File: src/rtl/mw_pkg.sv
package mw_pkg;
   typedef enum logic [2:0] {
      S_IDLE, S_PRE, S_SHIFT, S_RDATA, S_GAP, S_POLL, S_RST
   } seq_st_t;

   typedef enum logic [1:0] {
      F_ENA, F_WORD, F_DIS
   } frame_t;
endpackage

File: src/rtl/mw_sk_timer.sv
module mw_sk_timer #(
   parameter int LO_CYC = 13,
   parameter int HI_CYC = 38
) (
   input  logic clk,
   input  logic rst_n,
   input  logic en,
   output logic sk,
   output logic slot_end
);
   localparam int PER = LO_CYC + HI_CYC;
   localparam int CW  = (PER > 2) ? $clog2(PER) : 1;

   logic [CW-1:0] cnt_q;

   always_ff @(posedge clk) begin
      if (!rst_n || !en)             cnt_q <= '0;
      else if (cnt_q == CW'(PER - 1)) cnt_q <= '0;
      else                           cnt_q <= cnt_q + 1'b1;
   end

   assign sk       = en && (cnt_q >= CW'(LO_CYC));
   assign slot_end = en && (cnt_q == CW'(PER - 1));
endmodule

File: src/rtl/mw_rx_shift.sv
module mw_rx_shift #(
   parameter int W = 16
) (
   input  logic         clk,
   input  logic         rst_n,
   input  logic         shift,
   input  logic         bit_in,
   output logic [W-1:0] word
);
   always_ff @(posedge clk) begin
      if (!rst_n)     word <= '0;
      else if (shift) word <= {word[W-2:0], bit_in};
   end
endmodule

File: src/rtl/mw_eeprom_seq.sv
module mw_eeprom_seq
   import mw_pkg::*;
#(
   parameter int ADDR_W     = 6,
   parameter int SK_LO_CYC  = 13,
   parameter int SK_HI_CYC  = 38,
   parameter int POLL_LIMIT = 20000
) (
   input  logic              clk,
   input  logic              rst_n,
   input  logic              start,
   input  logic              wr_mode,
   input  logic [ADDR_W-1:0] start_addr,
   input  logic [ADDR_W:0]   word_cnt,
   input  logic [15:0]       wdata,
   output logic              wr_take,
   output logic [15:0]       rdata,
   output logic              rd_valid,
   output logic              busy,
   output logic              done,
   output logic              timeout_err,
   output logic              mem_cs,
   output logic              mem_sck,
   output logic              mem_sout,
   input  logic              mem_sin
);
   localparam int DW     = 16;
   localparam int CMD_W  = 3 + ADDR_W;
   localparam int FW     = CMD_W + DW;
   localparam int BW     = $clog2(FW + 1);
   localparam int PW     = $clog2(POLL_LIMIT + 1);
   localparam int RD_CLK = DW + 1;
   localparam logic [FW-1:0] ENA_V = {5'b10011, {(FW-5){1'b0}}};
   localparam logic [FW-1:0] DIS_V = {5'b10000, {(FW-5){1'b0}}};
   localparam logic [ADDR_W-1:0] A_ONE = 1;
   localparam logic [ADDR_W:0]   L_ONE = 1;

   if (ADDR_W != 6 && ADDR_W != 8) begin : g_bad_aw
      $error("mw_eeprom_seq: ADDR_W must be 6 or 8");
   end
   if (SK_LO_CYC < 1 || SK_HI_CYC < 1) begin : g_bad_sk
      $error("mw_eeprom_seq: serial clock phases need at least one cycle");
   end
   if (POLL_LIMIT < 1) begin : g_bad_poll
      $error("mw_eeprom_seq: POLL_LIMIT must be positive");
   end

   function automatic logic [FW-1:0] word_frame(input logic wr,
                                                input logic [ADDR_W-1:0] a,
                                                input logic [DW-1:0] d);
      return {(wr ? 3'b101 : 3'b110), a, (wr ? d : {DW{1'b0}})};
   endfunction

   seq_st_t             st_q;
   frame_t              frm_q;
   logic                wr_q, err_q, done_q, rdv_q, take_q;
   logic [ADDR_W-1:0]   addr_q;
   logic [ADDR_W:0]     left_q;
   logic [FW-1:0]       sh_q;
   logic [BW-1:0]       bcnt_q;
   logic [4:0]          rcnt_q;
   logic [PW-1:0]       pcnt_q;
   logic                slot_end, sk_w;

   mw_sk_timer #(.LO_CYC(SK_LO_CYC), .HI_CYC(SK_HI_CYC)) u_timer (
      .clk(clk), .rst_n(rst_n), .en(st_q != S_IDLE),
      .sk(sk_w), .slot_end(slot_end)
   );

   mw_rx_shift #(.W(DW)) u_rx (
      .clk(clk), .rst_n(rst_n),
      .shift(slot_end && st_q == S_RDATA),
      .bit_in(mem_sin), .word(rdata)
   );

   always_ff @(posedge clk) begin
      if (!rst_n) begin
         st_q   <= S_IDLE;  frm_q  <= F_WORD;
         wr_q   <= 1'b0;    err_q  <= 1'b0;
         done_q <= 1'b0;    rdv_q  <= 1'b0;   take_q <= 1'b0;
         addr_q <= '0;      left_q <= '0;     sh_q   <= '0;
         bcnt_q <= '0;      rcnt_q <= '0;     pcnt_q <= '0;
      end else begin
         done_q <= 1'b0;
         rdv_q  <= 1'b0;
         take_q <= 1'b0;
         if (st_q == S_IDLE) begin
            if (start && word_cnt != '0) begin
               wr_q   <= wr_mode;
               addr_q <= start_addr;
               left_q <= word_cnt;
               err_q  <= 1'b0;
               bcnt_q <= BW'(CMD_W);
               st_q   <= S_PRE;
               if (wr_mode) begin
                  frm_q <= F_ENA;
                  sh_q  <= ENA_V;
               end else begin
                  frm_q <= F_WORD;
                  sh_q  <= word_frame(1'b0, start_addr, wdata);
               end
            end
         end else if (slot_end) begin
            case (st_q)
               S_PRE: st_q <= S_SHIFT;
               S_SHIFT: begin
                  sh_q   <= sh_q << 1;
                  bcnt_q <= bcnt_q - 1'b1;
                  rcnt_q <= 5'(RD_CLK);
                  if (bcnt_q == BW'(1)) begin
                     if (frm_q != F_WORD) st_q <= S_RST;
                     else if (wr_q)       st_q <= S_GAP;
                     else                 st_q <= S_RDATA;
                  end
               end
               S_RDATA: begin
                  rcnt_q <= rcnt_q - 1'b1;
                  if (rcnt_q == 5'd1) begin
                     rdv_q <= 1'b1;
                     st_q  <= S_RST;
                  end
               end
               S_GAP: begin
                  pcnt_q <= '0;
                  st_q   <= S_POLL;
               end
               S_POLL: begin
                  if (mem_sin) st_q <= S_RST;
                  else if (pcnt_q == PW'(POLL_LIMIT - 1)) begin
                     err_q <= 1'b1;
                     st_q  <= S_RST;
                  end else pcnt_q <= pcnt_q + 1'b1;
               end
               S_RST: begin
                  case (frm_q)
                     F_ENA: begin
                        frm_q  <= F_WORD;
                        sh_q   <= word_frame(1'b1, addr_q, wdata);
                        bcnt_q <= BW'(FW);
                        take_q <= 1'b1;
                        st_q   <= S_PRE;
                     end
                     F_WORD: begin
                        addr_q <= addr_q + A_ONE;
                        left_q <= left_q - L_ONE;
                        if (left_q > L_ONE && !err_q) begin
                           sh_q   <= word_frame(wr_q, addr_q + A_ONE, wdata);
                           bcnt_q <= wr_q ? BW'(FW) : BW'(CMD_W);
                           take_q <= wr_q;
                           st_q   <= S_PRE;
                        end else if (wr_q) begin
                           frm_q  <= F_DIS;
                           sh_q   <= DIS_V;
                           bcnt_q <= BW'(CMD_W);
                           st_q   <= S_PRE;
                        end else begin
                           done_q <= 1'b1;
                           st_q   <= S_IDLE;
                        end
                     end
                     default: begin
                        done_q <= 1'b1;
                        st_q   <= S_IDLE;
                     end
                  endcase
               end
               default: st_q <= S_IDLE;
            endcase
         end
      end
   end

   assign mem_cs      = (st_q == S_PRE) || (st_q == S_SHIFT) ||
                        (st_q == S_RDATA) || (st_q == S_POLL);
   assign mem_sout    = (st_q == S_SHIFT) && sh_q[FW-1];
   assign mem_sck     = sk_w;
   assign busy        = (st_q != S_IDLE);
   assign done        = done_q;
   assign rd_valid    = rdv_q;
   assign wr_take     = take_q;
   assign timeout_err = err_q;
endmodule

File: config.mk
export PLATFORM = sky130hd
export DESIGN_NAME = mw_eeprom_seq
export DESIGN_NICKNAME = d
export VERILOG_FILES = /design/src/rtl/mw_pkg.sv /design/src/rtl/mw_sk_timer.sv /design/src/rtl/mw_rx_shift.sv /design/src/rtl/mw_eeprom_seq.sv
export SDC_FILE = /design/constraint.sdc
export NUM_CORES = 1
export LEC_CHECK = 0
export ABC_AREA = 1
export BUFFER_PORTS_ARGS = -buffer_cell sky130_fd_sc_hd__buf_2
export CAP_MARGIN = 20
export CORE_ASPECT_RATIO = 0.9
export CORE_MARGIN = 3
export CORE_UTILIZATION = 28
export DETAILED_ROUTE_END_ITERATION = 8
export GPL_ROUTABILITY_DRIVEN = 0
export PLACE_DENSITY = 0.51
export RECOVER_POWER = 50
export SETUP_SLACK_MARGIN = 0.05
export SYNTH_ARGS = -nofsm -noshare
export SYNTH_HDL_FRONTEND = slang
export SYNTH_SLANG_ARGS = --single-unit
File: constraint.sdc
create_clock -name clk -period 2.2 [get_ports clk]
set_input_delay 0.22 -clock clk [delete_from_list [all_inputs] [get_ports clk]]
set_output_delay 0.22 -clock clk [all_outputs]
set_load 0.1 [all_outputs]
Word-level counts from Yosys, hierarchy flattened:

Cells that the tools add are included.

* bitwise gates (word level): 5
* reductions and logical operators: 37
* multiplexer cells: 65
* add/subtract/negate cells: 6
* magnitude comparators: 2
* equality and inequality tests: 23

Operators with widths (number)
* 25-bit 2-to-1 mux: 5
* 25-bit one-hot mux with 2 select lines: 2
* 7-bit 2-to-1 mux: 5
* 15-bit 2-to-1 mux: 2
* 5-bit 2-to-1 mux: 6
* 6-bit 2-to-1 mux: 5
* 15-bit one-hot mux with 2 select lines: 1
* 5-bit one-hot mux with 2 select lines: 3
* 3-bit 2-to-1 mux: 9
* 24-bit 2-to-1 mux: 1
* 5-bit AND reduction: 4
* 3-bit one-hot mux with 6 select lines: 1
* 16-bit 2-to-1 mux: 1
* 15-bit by 1-bit adder with 15-bit output (second input constant): 1
* 15-bit equality test (second input constant): 1
* 2-bit 2-to-1 mux: 7
* 2-bit nonzero test: 7
* 1-bit 2-to-1 mux: 13
* 6-bit by 1-bit adder with 6-bit output (second input constant): 2
* 3-bit != test (second input constant): 4
* 5-bit by 1-bit equality test with 1-bit output (second input constant): 2
* 5-bit by 1-bit subtractor with 5-bit output (second input constant): 2
* 3-bit equality test (second input constant): 3
* 3-bit nonzero test: 3
* 27 further kinds: 48

* output and inout port bits: 24
* input bits: 34
* flip-flop bits (word level): 95
* logic and storage cells: 153

Logic depth before layout (Yosys ltp):

* word-level depth: 7
* mapped depth: 13
* mapped depth without buffers: 12

By module:

A second synthesis with hierarchy kept.

* cells, all modules: 796
* area total of the unflattened synthesis: 5262.5 µm²

By module, submodules not included
* mw_eeprom_seq: sequential area each 1461.4 µm², cells each 648, area an instance 4224.1 µm², instances 1
* mw_rx_shift: sequential area each 320.3 µm², cells each 101, area an instance 674.4 µm², instances 1
* mw_sk_timer: sequential area each 120.1 µm², cells each 47, area an instance 364.1 µm², instances 1

Worst setup path before layout:

OpenSTA, ideal clock, no wires.

* path kind: flip-flop to output port
* start point: register st_q[1]
* end point: output mem_sck
* slack: -0.494 ns
* arrival: 2.474 ns
* required time: 1.980 ns
* cell stages (with the launch flop): 7
* buffers on the path: 2
* cell sequence: dfxtp_1 -> nor2_4 -> nand2_4 -> inv_2 -> buf_2 -> buf_1 -> a21oi_1

* cells in the longest elaborated chain, start to end: 2

RTL lines
* start: declaration: line mw_eeprom_seq.sv:54 `seq_st_t st_q;`
* start signal: assignment: line mw_eeprom_seq.sv:78 `st_q <= S_IDLE; frm_q <= F_WORD;`
* start signal: assignment: line mw_eeprom_seq.sv:94 `st_q <= S_PRE;`
* start signal: assignment: line mw_eeprom_seq.sv:105 `S_PRE: st_q <= S_SHIFT;`
* 3-bit nonzero test: line mw_eeprom_seq.sv:66 `.clk(clk), .rst_n(rst_n), .en(st_q != S_IDLE),`
* 1-bit logical AND: line mw_sk_timer.sv:22 `assign sk = en && (cnt_q >= CW'(LO_CYC));`
* end: declaration: line mw_eeprom_seq.sv:23 `output logic mem_sck,`

Every way passes these cells.

Worst setup path after layout:

* start point: register u_timer.cnt_q[0]
* end point: register take_q (netlist: wr_take)

* cells in the longest elaborated chain, start to end: 4

RTL lines
* start: declaration: line mw_sk_timer.sv:14 `logic [CW-1:0] cnt_q;`
* start signal: assignment: line mw_sk_timer.sv:19 `else cnt_q <= cnt_q + 1'b1;`
* 6-bit equality test: line mw_sk_timer.sv:23 `assign slot_end = en && (cnt_q == CW'(PER - 1));`
* 1-bit logical AND: line mw_sk_timer.sv:23
* 1-bit NOT (no line)
* 4-bit OR reduction (no line)
* end signal: assignment: line mw_eeprom_seq.sv:149 `take_q <= wr_q;`
* end: declaration: line mw_eeprom_seq.sv:56 `logic wr_q, err_q, done_q, rdv_q, take_q;`

Every way passes these cells.
A chain may end at the register's enable or synchronous reset.

==> results.json <==
{
  "status": "complete, no violations",
  "drc": 0,
  "cp_max_fo": 6,
  "ys_ff_latch": 95,
  "die_h_um": 134,
  "start_kind": "flop",
  "synth_seq_area_share_pct": 37.2,
  "regToRegStartpoint": "u_timer.cnt_q[0]$_SDFF_PP0_",
  "syn_to_final_growth_pct": 19.0,
  "initial_core_util_pct": 28.8,
  "clock_latency_ns": 0.36,
  "top_usage_layer": "met2",
  "finClkSkew_ns": 0.0104,
  "p_leak_nw": 2.52,
  "critPathBufInv": 3,
  "ir_drop_mv": 0.565,
  "hold_buffers": 0,
  "viasPerCell": 4.51,
  "route.vias.total": 4873,
  "rows": 46,
  "antenna_found_initial": 0,
  "numClockSinks": 95,
  "ys_types": 39,
  "cpPeakStageDelay_ns": 0.51,
  "worstSetupEndpointType": "flop",
  "antenna_cells": 0,
  "first_pass_iters": 4,
  "use_met1_pct": 19.9,
  "dieArea_um2": 19900,
  "ant_nets": 0,
  "synthCells": 773,
  "worst_slew_pin_slew_ns": 1.18,
  "nFillCells": 1971,
  "critPathKind": "reg -> reg",
  "grt_setup_unrepaired": "false",
  "maxCapViolCount": 0,
  "cts.path.max_buffers": 2,
  "grt_pass1_wl_mm": 23.0,
  "finalSetupViolations": 0,
  "hold_viol_final": 0,
  "path_delay_family": "simple AND/OR/NAND/NOR gates",
  "drt_iter0_drc": 265,
  "cts_max_level": 3,
  "multi_input_area_um2": 2730,
  "synth_warnings": 0,
  "root_buffer": "clkbuf_16",
  "postSynthNetCount": 819,
  "io_pins": 58,
  "port-buffer-count": 57,
  "clk_pin_slew_ns": 0.07,
  "required_ns": 2.50,
  "syn_avg_cell_area_um2": 6.62,
  "overflow": 0,
  "wl_mm": 13.5,
  "cts_tree": "done",
  "tns_ns": 0,
  "syn_area_um2": 5120,
  "min-delay-start": "wdata[0]",
  "use_met3_pct": 4.36,
  "finalNetCount": 881,
  "track_usage_pct": 14.2,
  "crit_start": "u_timer.cnt_q[0]$_SDFF_PP0_",
  "min_period_ns": 2.05,
  "hpwl_mm": 9.56,
  "wl_per_cell_um": 12.5,
  "drive_above_1_share_pct": 11.3,
  "grt_pass1_vias": 4524,
  "timing.hold.ws_ns": 0.127,
  "cts_buffers": 9,
  "crit_slowest_cell": "a2111oi_1",
  "grt_max_degree": 36,
  "fmax_mhz": 489,
  "relSlewSlack_pct": 21.9,
  "regArea_um2": 1900,
  "power.density_nw_per_um2": 1020,
  "grt_use_met2_pct": 21.1,
  "path_cells": "inv_1 > ha_1 > nand3b_1 > nor2_4 > nand2_1 > inv_1 > nand2_1 > a2111oi_1 > buf_4",
  "die_w_um": 149,
  "coreArea_um2": 17800,
  "cp_data_arrival_time_ns": 2.34,
  "hold_class": "in -> reg",
  "finalCritPeriodShare_pct": 93.0,
  "report.final.slew_viol_count": 0
}
==> cells by family (layout without fill, tap and decap cells) <==
| kind of cell | count (synthesis) | in the layout | synth area share (%) |
|---|---|---|---|
| adder cells (fa/ha/maj) | 12 | 12 | 2.93 |
| AO/OA/AOI/OAI | 140 | 140 | 15.2 |
| flip-flops | 95 | 95 | 37.2 |
| buffers and inverters | 122 | 189 | 9.68 |
| XOR/XNOR | 20 | 20 | 3.42 |
| AND/OR/NAND/NOR | 384 | 384 | 31.6 |
==> Yosys cell counts, drive strengths merged <==
cell type	number	share of area [%]
a2111oi	1	0.17
a211oi	6	0.88
a21boi	3	0.51
a21oi	49	5.0
a221oi	1	0.17
a31oi	13	1.6
buf	15	1.8
clkbuf	12	0.88
dfxtp	95	37
ha	12	2.9
inv	95	7.0
nand2	145	11
nand3	40	4.2
nand3b	6	0.88
nand4	6	0.73
nor2	165	13
nor3	17	1.8
nor3b	1	0.15
nor4	4	0.49
o211ai	1	0.15
o21ai	61	6.0
o21bai	2	0.29
o22ai	3	0.37
xnor2	3	0.51
xor2	17	2.9
==> power by group <==
| group | internal, W | leakage, nW | switching [W] |
|---|---|---|---|
| registers | 0.00192 | 0.771 | 0.000152 |
| clock network | 0.00121 | 0.179 | 0.000709 |
| logic | 0.000681 | 1.57 | 0.00155 |
| total | 0.00381 | 2.52 | 0.00242 |
==> repair_timing <==
action,4_1_cts,5_1_grt
endpoints found under the hold margin,0,0
setup endpoints to repair,0,9
buffers inserted,0,0
gates resized for setup,0,4
==> routing by layer <==
layer	routed length, µm	part of all wire (%)	vias up
met5	0	0	-
li1	-	-	2599
met3	756	5.6	6
met1	6920	51	2184
met2	5670	42	84
met4	126	0.94	0
==> sequential cells by signal (all words and copies together), names as in the netlist <==
signal,count
addr_q,6
u_rx.word,16
u_timer.cnt_q,6
st_q,3
wr_take,1
rd_valid,1
timeout_err,1
frm_q,2
done,1
bcnt_q,5
pcnt_q,15
left_q,7
sh_q,25
rcnt_q,5
wr_q,1
==> path summary, 6_finish.rpt <==
path                           end  slack [ns]  depth (start not counted)
max             wr_take$_SDFF_PP0_        0.15                          9
min           sh_q[0]$_SDFFE_PN0P_        0.13                          3
max reg2reg     wr_take$_SDFF_PP0_        0.15                          9
min reg2reg  sh_q[14]$_SDFFE_PN0P_        0.47                          2
==> per-stage QoR <==
step / cell area (µm²) / worst slack [ns] / utilization (%) / total power [W] / std cells
after floorplan: 5120 / 0.129 / - / 0.00374 / 773
after global placement: 5760 / 0.145 / 32.4 / 0.00438 / 1064
after detailed placement: 5760 / 0.180 / 32.4 / 0.00437 / 1064
after CTS: 6130 / 0.0857 / 34.5 / 0.00634 / 1080
after global routing: 6090 / 0.0299 / 34.2 / 0.00668 / 1080
final: 6090 / 0.155 / 34.2 / 0.00623 / 1080
==> cells in the final DEF (no fill, tap or decap), types with 13 or more instances in the layout <==
cell type	instances
buf_4	17
nand2_1	141
a31oi_1	13
buf_2	35
a21oi_1	47
clkbuf_1	21
inv_1	88
nand3_1	39
nor2_1	160
xor2_1	17
dfxtp_1	95
nor3_1	16
o21ai_0	52
==> worst min-delay path: cells and delay by family <==
family	cells	cell delay (ns)
and+or+nand+nor	1	0.08
AOI/OAI and AO/OA	1	0.07
buffers and inverters	1	0.08
==> layout make-up <==
type	instances	area share [%]
multi-input cells	556	44.8
flip-flops and latches	95	31.2
repair buffers	78	7.21
inverters	95	5.85
well taps	240	4.93
clock buffers	12	4.38
clock inverters	4	1.62
No activity file was read; power rests on OpenSTA's default activity.
